**config.mk**
```make
export PLATFORM = sky130hd
export DESIGN_NAME = dma_desc_engine
export DESIGN_NICKNAME = d
export VERILOG_FILES = /design/src/rtl/dma_desc_pkg.sv /design/src/rtl/dma_mode_decode.sv /design/src/rtl/dma_mem_port.sv /design/src/rtl/dma_xfer_ctrl.sv /design/src/rtl/dma_desc_engine.sv
export SDC_FILE = /design/constraint.sdc
export NUM_CORES = 2
export LEC_CHECK = 0
export BUFFER_PORTS_ARGS = -buffer_cell sky130_fd_sc_hd__buf_2
export CAP_MARGIN = 10
export CORE_MARGIN = 3
export CORE_UTILIZATION = 53
export CTS_CLUSTER_DIAMETER = 150
export CTS_CLUSTER_SIZE = 14
export DETAILED_ROUTE_END_ITERATION = 10
export PLACE_DENSITY_LB_ADDON = 0.15
export SLEW_MARGIN = 20
export SYNTH_ARGS = -nofsm -noshare
export SYNTH_HDL_FRONTEND = slang
export SYNTH_SLANG_ARGS = --single-unit
```
**constraint.sdc**
```tcl
create_clock -name clk -period 5.6 [get_ports clk]
set_clock_uncertainty 0.2 [all_clocks]
set_input_delay 1.12 -clock clk [delete_from_list [all_inputs] [get_ports clk]]
set_output_delay 1.12 -clock clk [all_outputs]
set_load 0.01 [all_outputs]
```
**src/rtl/dma_desc_pkg.sv**
```systemverilog
package dma_desc_pkg;
  localparam int ADDR_W = 32;
  localparam int HW_W   = 16;
  localparam int PAIR_W = 3;
  localparam int IDX_W  = 5;
  localparam int PAIR_SLOTS = 1 << PAIR_W;

  typedef enum logic [2:0] {
    FLD_MODE, FLD_COUNT, FLD_SRC, FLD_OPR, FLD_DST, FLD_CHN, FLD_VEC
  } fld_e;

  typedef struct packed {
    logic              imm;
    logic              calc;
    logic              chain;
    logic              vec;
    logic              multi;
    logic [PAIR_W-1:0] npairs;
    logic              half;
  } mode_t;

  typedef struct packed {
    fld_e              fld;
    logic [PAIR_W-1:0] pair;
    logic              hi;
  } slot_t;

  // Pair-list mode masks the single-transfer options.
  function automatic mode_t decode_mode(input logic [HW_W-1:0] raw);
    mode_t m;
    m.multi  = raw[4];
    m.imm    = raw[0] & ~raw[4];
    m.calc   = raw[1] & ~raw[4];
    m.chain  = raw[2] & ~raw[4];
    m.vec    = raw[3] & ~raw[4];
    m.npairs = raw[4] ? raw[7:5] : '0;
    m.half   = raw[8];
    return m;
  endfunction

  function automatic logic [IDX_W-1:0] desc_halfwords(input mode_t m);
    logic [IDX_W-1:0] n;
    if (m.multi) begin
      n = 5'd2 + {m.npairs, 2'b00};
    end else begin
      n = 5'd6;
      if (m.calc)  n = n + 5'd2;
      if (m.chain) n = n + 5'd2;
      if (m.vec)   n = n + 5'd2;
    end
    return n;
  endfunction

  // Which field a given descriptor halfword belongs to.
  function automatic slot_t locate(input mode_t m, input logic [IDX_W-1:0] idx);
    slot_t s;
    logic [IDX_W-1:0] k;
    logic [3:0] pos;
    k      = idx - 5'd2;
    pos    = k[4:1];
    s.fld  = FLD_MODE;
    s.pair = '0;
    s.hi   = k[0];
    if (idx == 5'd0) begin
      s.fld = FLD_MODE;
    end else if (idx == 5'd1) begin
      s.fld = FLD_COUNT;
    end else if (m.multi) begin
      s.pair = k[4:2];
      s.fld  = k[1] ? FLD_DST : FLD_SRC;
    end else if (pos == 4'd0) begin
      s.fld = FLD_SRC;
    end else begin
      pos = pos - 4'd1;
      if (m.calc && pos == 4'd0) begin
        s.fld = FLD_OPR;
      end else begin
        if (m.calc) pos = pos - 4'd1;
        if (pos == 4'd0) begin
          s.fld = FLD_DST;
        end else begin
          pos = pos - 4'd1;
          s.fld = (m.chain && pos == 4'd0) ? FLD_CHN : FLD_VEC;
        end
      end
    end
    return s;
  endfunction

  function automatic logic [ADDR_W-1:0] unit_step(input logic half);
    return half ? 32'd2 : 32'd1;
  endfunction

  function automatic logic [HW_W-1:0] unit_trim(input logic [HW_W-1:0] v, input logic half);
    return half ? v : {8'h00, v[7:0]};
  endfunction

  function automatic logic [HW_W-1:0] unit_add(input logic [HW_W-1:0] a,
                                               input logic [HW_W-1:0] b,
                                               input logic half);
    return unit_trim(a + b, half);
  endfunction
endpackage

```
**src/rtl/dma_mode_decode.sv**
```systemverilog
module dma_mode_decode
  import dma_desc_pkg::*;
(
  input  logic [HW_W-1:0]  mode_raw_i,
  output mode_t            mode_o,
  output logic [IDX_W-1:0] desc_hw_o
);
  always_comb begin
    mode_o    = decode_mode(mode_raw_i);
    desc_hw_o = desc_halfwords(mode_o);
  end
endmodule

```
**src/rtl/dma_mem_port.sv**
```systemverilog
module dma_mem_port
  import dma_desc_pkg::*;
#(
  parameter int AW = ADDR_W,
  parameter int DW = HW_W
) (
  input  logic          clk,
  input  logic          rst_n,
  input  logic          cmd_valid_i,
  input  logic          cmd_we_i,
  input  logic          cmd_half_i,
  input  logic [AW-1:0] cmd_addr_i,
  input  logic [DW-1:0] cmd_wdata_i,
  output logic          rsp_valid_o,
  output logic [DW-1:0] rsp_data_o,
  output logic          mem_req_o,
  output logic          mem_we_o,
  output logic          mem_half_o,
  output logic [AW-1:0] mem_addr_o,
  output logic [DW-1:0] mem_wdata_o,
  input  logic          mem_ready_i,
  input  logic [DW-1:0] mem_rdata_i
);
  logic          pend_q, we_q, half_q, rsp_valid_q;
  logic [AW-1:0] addr_q;
  logic [DW-1:0] wdata_q, rsp_data_q;
  logic          accept_w;

  assign accept_w = pend_q & mem_ready_i;

  always_ff @(posedge clk) begin
    if (!rst_n) begin
      pend_q      <= 1'b0;
      we_q        <= 1'b0;
      half_q      <= 1'b0;
      addr_q      <= '0;
      wdata_q     <= '0;
      rsp_valid_q <= 1'b0;
      rsp_data_q  <= '0;
    end else begin
      rsp_valid_q <= 1'b0;
      if (cmd_valid_i && !pend_q) begin
        pend_q  <= 1'b1;
        we_q    <= cmd_we_i;
        half_q  <= cmd_half_i;
        addr_q  <= cmd_addr_i;
        wdata_q <= cmd_wdata_i;
      end else if (accept_w) begin
        pend_q      <= 1'b0;
        rsp_valid_q <= 1'b1;
        rsp_data_q  <= we_q ? '0 : unit_trim(mem_rdata_i, half_q);
      end
    end
  end

  assign mem_req_o   = pend_q;
  assign mem_we_o    = we_q;
  assign mem_half_o  = half_q;
  assign mem_addr_o  = addr_q;
  assign mem_wdata_o = wdata_q;
  assign rsp_valid_o = rsp_valid_q;
  assign rsp_data_o  = rsp_data_q;

  assert_req_hold_R10: assert property (@(posedge clk) disable iff (!rst_n)
    (mem_req_o && !mem_ready_i) |=> (mem_req_o && $stable(mem_addr_o) &&
      $stable(mem_we_o) && $stable(mem_half_o) && $stable(mem_wdata_o)));

  assert_single_access_R10: assert property (@(posedge clk) disable iff (!rst_n)
    cmd_valid_i |-> !mem_req_o);
endmodule

```
**src/rtl/dma_xfer_ctrl.sv**
```systemverilog
module dma_xfer_ctrl
  import dma_desc_pkg::*;
(
  input  logic              clk,
  input  logic              rst_n,
  input  logic              start_i,
  input  logic [ADDR_W-1:0] base_i,
  output logic              busy_o,
  output logic              done_o,
  output logic [ADDR_W-1:0] done_vec_o,
  output logic              cmd_valid_o,
  output logic              cmd_we_o,
  output logic              cmd_half_o,
  output logic [ADDR_W-1:0] cmd_addr_o,
  output logic [HW_W-1:0]   cmd_wdata_o,
  input  logic              rsp_valid_i,
  input  logic [HW_W-1:0]   rsp_data_i
);
  typedef enum logic [2:0] {S_IDLE, S_FETCH, S_SRC, S_OPR, S_WR, S_FIN} state_e;

  state_e            state_q;
  logic [ADDR_W-1:0] base_q, opr_q, chn_q, vec_q, ofs_q, dvec_q;
  logic [ADDR_W-1:0] src_q [PAIR_SLOTS];
  logic [ADDR_W-1:0] dst_q [PAIR_SLOTS];
  logic [IDX_W-1:0]  idx_q;
  logic [HW_W-1:0]   mode_q, count_q, left_q, val_q;
  logic [PAIR_W-1:0] pair_q;
  logic              wait_q, done_q;

  mode_t             md;
  logic [IDX_W-1:0]  desc_hw;
  slot_t             slot_w;
  logic              fetch_last_w, unit_done_w;
  logic [HW_W-1:0]   units_w;
  logic [ADDR_W-1:0] src_addr_w, dst_addr_w, opr_addr_w;

  dma_mode_decode u_dec (
    .mode_raw_i (mode_q),
    .mode_o     (md),
    .desc_hw_o  (desc_hw)
  );

  // Named internal events used by the sequencer and the assertions.
  assign slot_w       = locate(md, idx_q);
  assign fetch_last_w = (idx_q != '0) && (idx_q + 5'd1 == desc_hw);
  assign unit_done_w  = (state_q == S_WR) && rsp_valid_i;
  assign units_w      = md.multi ? {{(HW_W-PAIR_W){1'b0}}, md.npairs} : count_q;
  assign src_addr_w   = md.multi ? src_q[pair_q] : src_q[0] + ofs_q;
  assign dst_addr_w   = md.multi ? dst_q[pair_q] : dst_q[0] + ofs_q;
  assign opr_addr_w   = opr_q + ofs_q;

  always_comb begin
    cmd_valid_o = 1'b0;
    cmd_we_o    = 1'b0;
    cmd_half_o  = md.half;
    cmd_addr_o  = '0;
    cmd_wdata_o = val_q;
    case (state_q)
      S_FETCH: begin
        cmd_valid_o = !wait_q;
        cmd_half_o  = 1'b1;
        cmd_addr_o  = base_q + {{(ADDR_W-IDX_W-1){1'b0}}, idx_q, 1'b0};
      end
      S_SRC: begin
        cmd_valid_o = !wait_q && !md.imm;
        cmd_addr_o  = src_addr_w;
      end
      S_OPR: begin
        cmd_valid_o = !wait_q;
        cmd_addr_o  = opr_addr_w;
      end
      S_WR: begin
        cmd_valid_o = !wait_q;
        cmd_we_o    = 1'b1;
        cmd_addr_o  = dst_addr_w;
      end
      default: ;
    endcase
  end

  always_ff @(posedge clk) begin
    if (!rst_n) begin
      state_q <= S_IDLE;
      base_q  <= '0;
      opr_q   <= '0;
      chn_q   <= '0;
      vec_q   <= '0;
      ofs_q   <= '0;
      dvec_q  <= '0;
      idx_q   <= '0;
      mode_q  <= '0;
      count_q <= '0;
      left_q  <= '0;
      val_q   <= '0;
      pair_q  <= '0;
      wait_q  <= 1'b0;
      done_q  <= 1'b0;
      for (int i = 0; i < PAIR_SLOTS; i++) begin
        src_q[i] <= '0;
        dst_q[i] <= '0;
      end
    end else begin
      done_q <= 1'b0;
      if (cmd_valid_o) wait_q <= 1'b1;
      else if (rsp_valid_i) wait_q <= 1'b0;
      case (state_q)
        S_IDLE: begin
          if (start_i) begin
            base_q  <= base_i;
            idx_q   <= '0;
            state_q <= S_FETCH;
          end
        end
        S_FETCH: begin
          if (rsp_valid_i) begin
            case (slot_w.fld)
              FLD_MODE:  mode_q  <= rsp_data_i;
              FLD_COUNT: count_q <= rsp_data_i;
              FLD_SRC: if (slot_w.hi) src_q[slot_w.pair][31:16] <= rsp_data_i;
                       else           src_q[slot_w.pair][15:0]  <= rsp_data_i;
              FLD_DST: if (slot_w.hi) dst_q[slot_w.pair][31:16] <= rsp_data_i;
                       else           dst_q[slot_w.pair][15:0]  <= rsp_data_i;
              FLD_OPR: if (slot_w.hi) opr_q[31:16] <= rsp_data_i;
                       else           opr_q[15:0]  <= rsp_data_i;
              FLD_CHN: if (slot_w.hi) chn_q[31:16] <= rsp_data_i;
                       else           chn_q[15:0]  <= rsp_data_i;
              default: if (slot_w.hi) vec_q[31:16] <= rsp_data_i;
                       else           vec_q[15:0]  <= rsp_data_i;
            endcase
            if (fetch_last_w) begin
              idx_q   <= '0;
              ofs_q   <= '0;
              pair_q  <= '0;
              left_q  <= units_w;
              state_q <= (units_w == '0) ? S_FIN : S_SRC;
            end else begin
              idx_q <= idx_q + 5'd1;
            end
          end
        end
        S_SRC: begin
          if (md.imm) begin
            val_q   <= unit_trim(src_q[0][15:0], md.half);
            state_q <= md.calc ? S_OPR : S_WR;
          end else if (rsp_valid_i) begin
            val_q   <= rsp_data_i;
            state_q <= md.calc ? S_OPR : S_WR;
          end
        end
        S_OPR: begin
          if (rsp_valid_i) begin
            val_q   <= unit_add(val_q, rsp_data_i, md.half);
            state_q <= S_WR;
          end
        end
        S_WR: begin
          if (unit_done_w) begin
            left_q  <= left_q - 16'd1;
            pair_q  <= pair_q + 3'd1;
            ofs_q   <= ofs_q + unit_step(md.half);
            state_q <= (left_q == 16'd1) ? S_FIN : S_SRC;
          end
        end
        S_FIN: begin
          done_q <= md.vec;
          dvec_q <= vec_q;
          if (md.chain) begin
            base_q  <= chn_q;
            idx_q   <= '0;
            state_q <= S_FETCH;
          end else begin
            state_q <= S_IDLE;
          end
        end
        default: state_q <= S_IDLE;
      endcase
    end
  end

  assign busy_o     = (state_q != S_IDLE);
  assign done_o     = done_q;
  assign done_vec_o = dvec_q;

  assert_busy_from_start_R1: assert property (@(posedge clk) disable iff (!rst_n)
    $rose(busy_o) |-> $past(start_i));

  assert_done_after_busy_R9: assert property (@(posedge clk) disable iff (!rst_n)
    done_o |-> $past(busy_o));

  assert_pair_bound_R7: assert property (@(posedge clk) disable iff (!rst_n)
    (md.multi && (state_q == S_SRC || state_q == S_WR)) |-> (pair_q < md.npairs));

  assert_fetch_in_desc_R2: assert property (@(posedge clk) disable iff (!rst_n)
    (state_q == S_FETCH && idx_q > 5'd1) |-> (idx_q < desc_hw));
endmodule

```
**src/rtl/dma_desc_engine.sv**
```systemverilog
module dma_desc_engine
  import dma_desc_pkg::*;
(
  input  logic              clk,
  input  logic              rst_n,
  input  logic              start_i,
  input  logic [ADDR_W-1:0] base_i,
  output logic              busy_o,
  output logic              done_o,
  output logic [ADDR_W-1:0] done_vec_o,
  output logic              mem_req_o,
  output logic              mem_we_o,
  output logic              mem_half_o,
  output logic [ADDR_W-1:0] mem_addr_o,
  output logic [HW_W-1:0]   mem_wdata_o,
  input  logic              mem_ready_i,
  input  logic [HW_W-1:0]   mem_rdata_i
);
  logic              cmd_valid, cmd_we, cmd_half, rsp_valid;
  logic [ADDR_W-1:0] cmd_addr;
  logic [HW_W-1:0]   cmd_wdata, rsp_data;

  dma_xfer_ctrl u_ctrl (
    .clk         (clk),
    .rst_n       (rst_n),
    .start_i     (start_i),
    .base_i      (base_i),
    .busy_o      (busy_o),
    .done_o      (done_o),
    .done_vec_o  (done_vec_o),
    .cmd_valid_o (cmd_valid),
    .cmd_we_o    (cmd_we),
    .cmd_half_o  (cmd_half),
    .cmd_addr_o  (cmd_addr),
    .cmd_wdata_o (cmd_wdata),
    .rsp_valid_i (rsp_valid),
    .rsp_data_i  (rsp_data)
  );

  dma_mem_port #(.AW(ADDR_W), .DW(HW_W)) u_port (
    .clk         (clk),
    .rst_n       (rst_n),
    .cmd_valid_i (cmd_valid),
    .cmd_we_i    (cmd_we),
    .cmd_half_i  (cmd_half),
    .cmd_addr_i  (cmd_addr),
    .cmd_wdata_i (cmd_wdata),
    .rsp_valid_o (rsp_valid),
    .rsp_data_o  (rsp_data),
    .mem_req_o   (mem_req_o),
    .mem_we_o    (mem_we_o),
    .mem_half_o  (mem_half_o),
    .mem_addr_o  (mem_addr_o),
    .mem_wdata_o (mem_wdata_o),
    .mem_ready_i (mem_ready_i),
    .mem_rdata_i (mem_rdata_i)
  );
endmodule

```
==> out/results.txt <==
status - finished clean
Core Util, Final - 58.8%
Crit path buffers/inverters - 3
Die Span X - 294 µm
Layout Nets - 4365
WP data required - 5730 ps
initial core utilization - 54.0%
Reg clk slew, reported paths - 70 ps
Multi-input gate area - 20500 µm²
vias in the first global route - 31200
H-Tree Depth - 3
initial antenna violation count - 3
crit end category - flip-flop
clk_lat worst skew - 660 ps
Crit path max-delay family - simple AND/OR/NAND/NOR gates
final setup fails - 0
# port buffers - 136
FFs w/ async S/R, synth - 0%
Max Transition Viols Final - 0
FF-to-FF Start - u_ctrl.idx_q[2]
Max clock buf depth - 3
top-count cell post-synth - edfxtp_1
GRT overflow - 0
EDFF count, synth - 512
most used cell, CP - buf_4
relative max-transition margin - 20.9%
core area - 81300 µm²
dominant cells by area after synthesis - edfxtp_1, dfxtp_1, and2_1, mux4_2, ha_1
hold depth - 2
first-pass GRT wire length - 213000 µm
cell taking the most area after synthesis - edfxtp_1
CP max stage delay - 790 ps
FMAX - 0.207 GHz
syn nets - 4333
DRT Wirelength - 146000 µm
setup_tns - 0 ps
WS Path Type - reg -> reg
Critical Path Source Type - flip-flop
#FFs+latches synth - 845
Die Area - 86400 µm²
Site Rows - 104
Slowest-stage cell, CP - or3_1
most instantiated cells after synthesis - edfxtp_1, and2_1, nand2_1
Synth Area per Inst - 10.6 µm²
CTS Buf Count - 70
post-synthesis sequential area ratio - 50.2%
Layout area overhead - 8.90%
HP Class - reg -> reg
P_leak - 18.0 nW
pwr/cell area - 297 nW/µm²
synthesized cell area - 43900 µm²
top-area cell type share of the netlist area - 35.0%
crit path time final - 4820 ps
Final Hold Fails - 0
Syn Inst Count - 4141
Worst Max-Slew Pin Slew - 1180 ps
first-pass iteration count of the detailed router - 8
path depth of the worst reg2reg path - 12
largest net degree at the start of global routing - 79
predominant post-synthesis flop cell - edfxtp_1
drt via density - 6.34
Detailed Place HPWL - 101000 µm
via count - 33400
initial DRC count - 3899
clk root buf - clkbuf_16
RSZ-0062 raised after global routing - no
antenna viol nets, final - 0
Routability Congestion - 0.997
IO Pins - 137
die span in y - 294 µm
VDD IR max - 0.223 mV
crit-path max FO - 17
Max Cap Violations - 0
post-CTS setup buffer count - 0
reg-to-reg endpoint - u_ctrl.dst_q[6][4]
Sink Count - 845
Arr. time, crit path - 4950 ps
reg2reg setup slack - 780 ps
drt drc - 0
post-synthesis cell type count - 90
ratio of cells with drive above 1 in the final layout - 13.1%
CTS tree - yes
final hold slack - 250 ps
cells along the critical path - inv_1 -> ha_1 -> nor3b_1 -> a21oi_1 -> o22ai_1 -> a22oi_1 -> o41ai_2 -> o2111ai_1 -> or3_1 -> buf_4 -> o21ai_1 -> buf_4
end of the worst hold path - u_ctrl.base_q[30]
crit share post-route - 86.1%
Hold Crit Start - u_ctrl.chn_q[30]
hold_buf cts - 0
Fill cells - 6786
cts repair resizes - 0
Yosys warning count - 0
all-layer global routing usage - 33.5%
routed wire length per instance - 27.7 µm
register area - 22100 µm²
==> sequential cells by signal (all words and copies together), names as in the netlist, 3 cells and up, named ones only <==
register and cells:
u_ctrl.opr_q 32, u_ctrl.left_q 16, u_ctrl.count_q 16, u_ctrl.src_q 256, u_ctrl.dst_q 256, u_ctrl.vec_q 32
u_ctrl.mode_q 9, u_ctrl.cmd_wdata_o 16, u_ctrl.chn_q 32, u_ctrl.pair_q 3, u_port.rsp_data_o 16, u_ctrl.ofs_q 32
u_ctrl.done_vec_o 32, u_port.mem_addr_o 32, u_port.mem_wdata_o 16, u_ctrl.base_q 32, u_ctrl.idx_q 5, u_ctrl.state_q 3
==> where the power goes <==
group	switching, mW	internal (mW)
combinational	1.58	0.673
clock	2.33	2.34
sequential	0.391	6.91
total	4.30	9.92
==> layout by cell type (no fill, tap or decap), types with 23 or more instances in the layout <==
| master | Yosys | routed |
|---|---|---|
| a21o_1 | 43 | 43 |
| a21oi_1 | 243 | 242 |
| a311oi_1 | 39 | 39 |
| a31oi_1 | 44 | 44 |
| and2_1 | 491 | 491 |
| and3_1 | 33 | 33 |
| buf_2 | 30 | 135 |
| buf_4 | 1 | 124 |
| clkbuf_1 | 241 | 26 |
| clkbuf_16 | 0 | 70 |
| dfxtp_1 | 333 | 314 |
| edfxtp_1 | 512 | 512 |
| ha_1 | 134 | 134 |
| inv_1 | 63 | 63 |
| mux2i_1 | 121 | 121 |
| mux4_2 | 128 | 128 |
| nand2_1 | 362 | 362 |
| nand3_1 | 147 | 147 |
| nand4_1 | 33 | 33 |
| nor2_1 | 280 | 278 |
| nor2b_1 | 23 | 23 |
| nor3_1 | 78 | 75 |
| o211ai_1 | 37 | 37 |
| o21ai_0 | 198 | 167 |
| o21ai_1 | 37 | 67 |
| xnor2_1 | 75 | 75 |
| xor2_1 | 61 | 61 |
==> layout make-up <==
| class | instances | share of cell area (%) |
|---|---|---|
| diodes | 7 | 0.0366 |
| clock inverters | 8 | 0.319 |
| clock buffers | 96 | 3.86 |
| flip-flops and latches | 845 | 46.1 |
| inverters | 67 | 0.536 |
| repair buffers | 264 | 3.57 |
| multi-input cells | 2925 | 42.8 |
| well taps | 1060 | 2.77 |
==> metal layers <==
layer  vias to the layer above  track usage, %  routed length [µm]
li1                      15100               -                   -
met1                     16500            48.0               61700
met2                      1548            50.9               65000
met3                       255            6.22               13200
met4                         0            12.9                6160
met5                         -               0                   0
==> kinds of logic (layout without fill, tap and decap cells) <==
kind of cell	after synthesis	count (layout)	share of synthesized area [%]
AND/OR/NAND/NOR	1549	1549	18.0
flip-flops	845	845	50.2
AO/OA/AOI/OAI	841	841	12.0
buffers and inverters	371	435	3.37
multiplexers	257	257	9.52
adder cells (fa/ha/maj)	140	140	4.09
XOR/XNOR	138	138	2.80
other	0	7	0
==> worst min-delay path, stage by stage (launching register included) <==
cell      delay (ps)
dfxtp_1          310
nand2_1           50
a311oi_1          70
==> per-stage QoR <==
step | setup WS, ps | std cells | power, mW | cell area, µm²
global route | 415 | 5265 | 14.6 | 47800
floorplan | 836 | 4141 | 8.46 | 43900
detailed placement | 933 | 5161 | 9.63 | 45800
finish | 780 | 5272 | 14.2 | 47900
CTS | 890 | 5265 | 14.2 | 47800
global placement | 1030 | 5161 | 9.60 | 45800
==> worst max path at each step <==
stage                                     end       startpoint  cells past startpoint  slack, ps
after floorplan            u_ctrl.dst_q[1][0]  u_ctrl.idx_q[1]                     14        840
after global placement    u_ctrl.dst_q[6][11]  u_ctrl.idx_q[2]                     12       1030
after detailed placement   u_ctrl.dst_q[6][4]  u_ctrl.idx_q[2]                     12        930
after CTS                  u_ctrl.dst_q[6][3]  u_ctrl.idx_q[2]                     12        890
after global routing      u_ctrl.dst_q[2][18]  u_ctrl.idx_q[2]                     12        420
final                      u_ctrl.dst_q[6][4]  u_ctrl.idx_q[2]                     12        780
No activity file was read; power rests on OpenSTA's default activity.
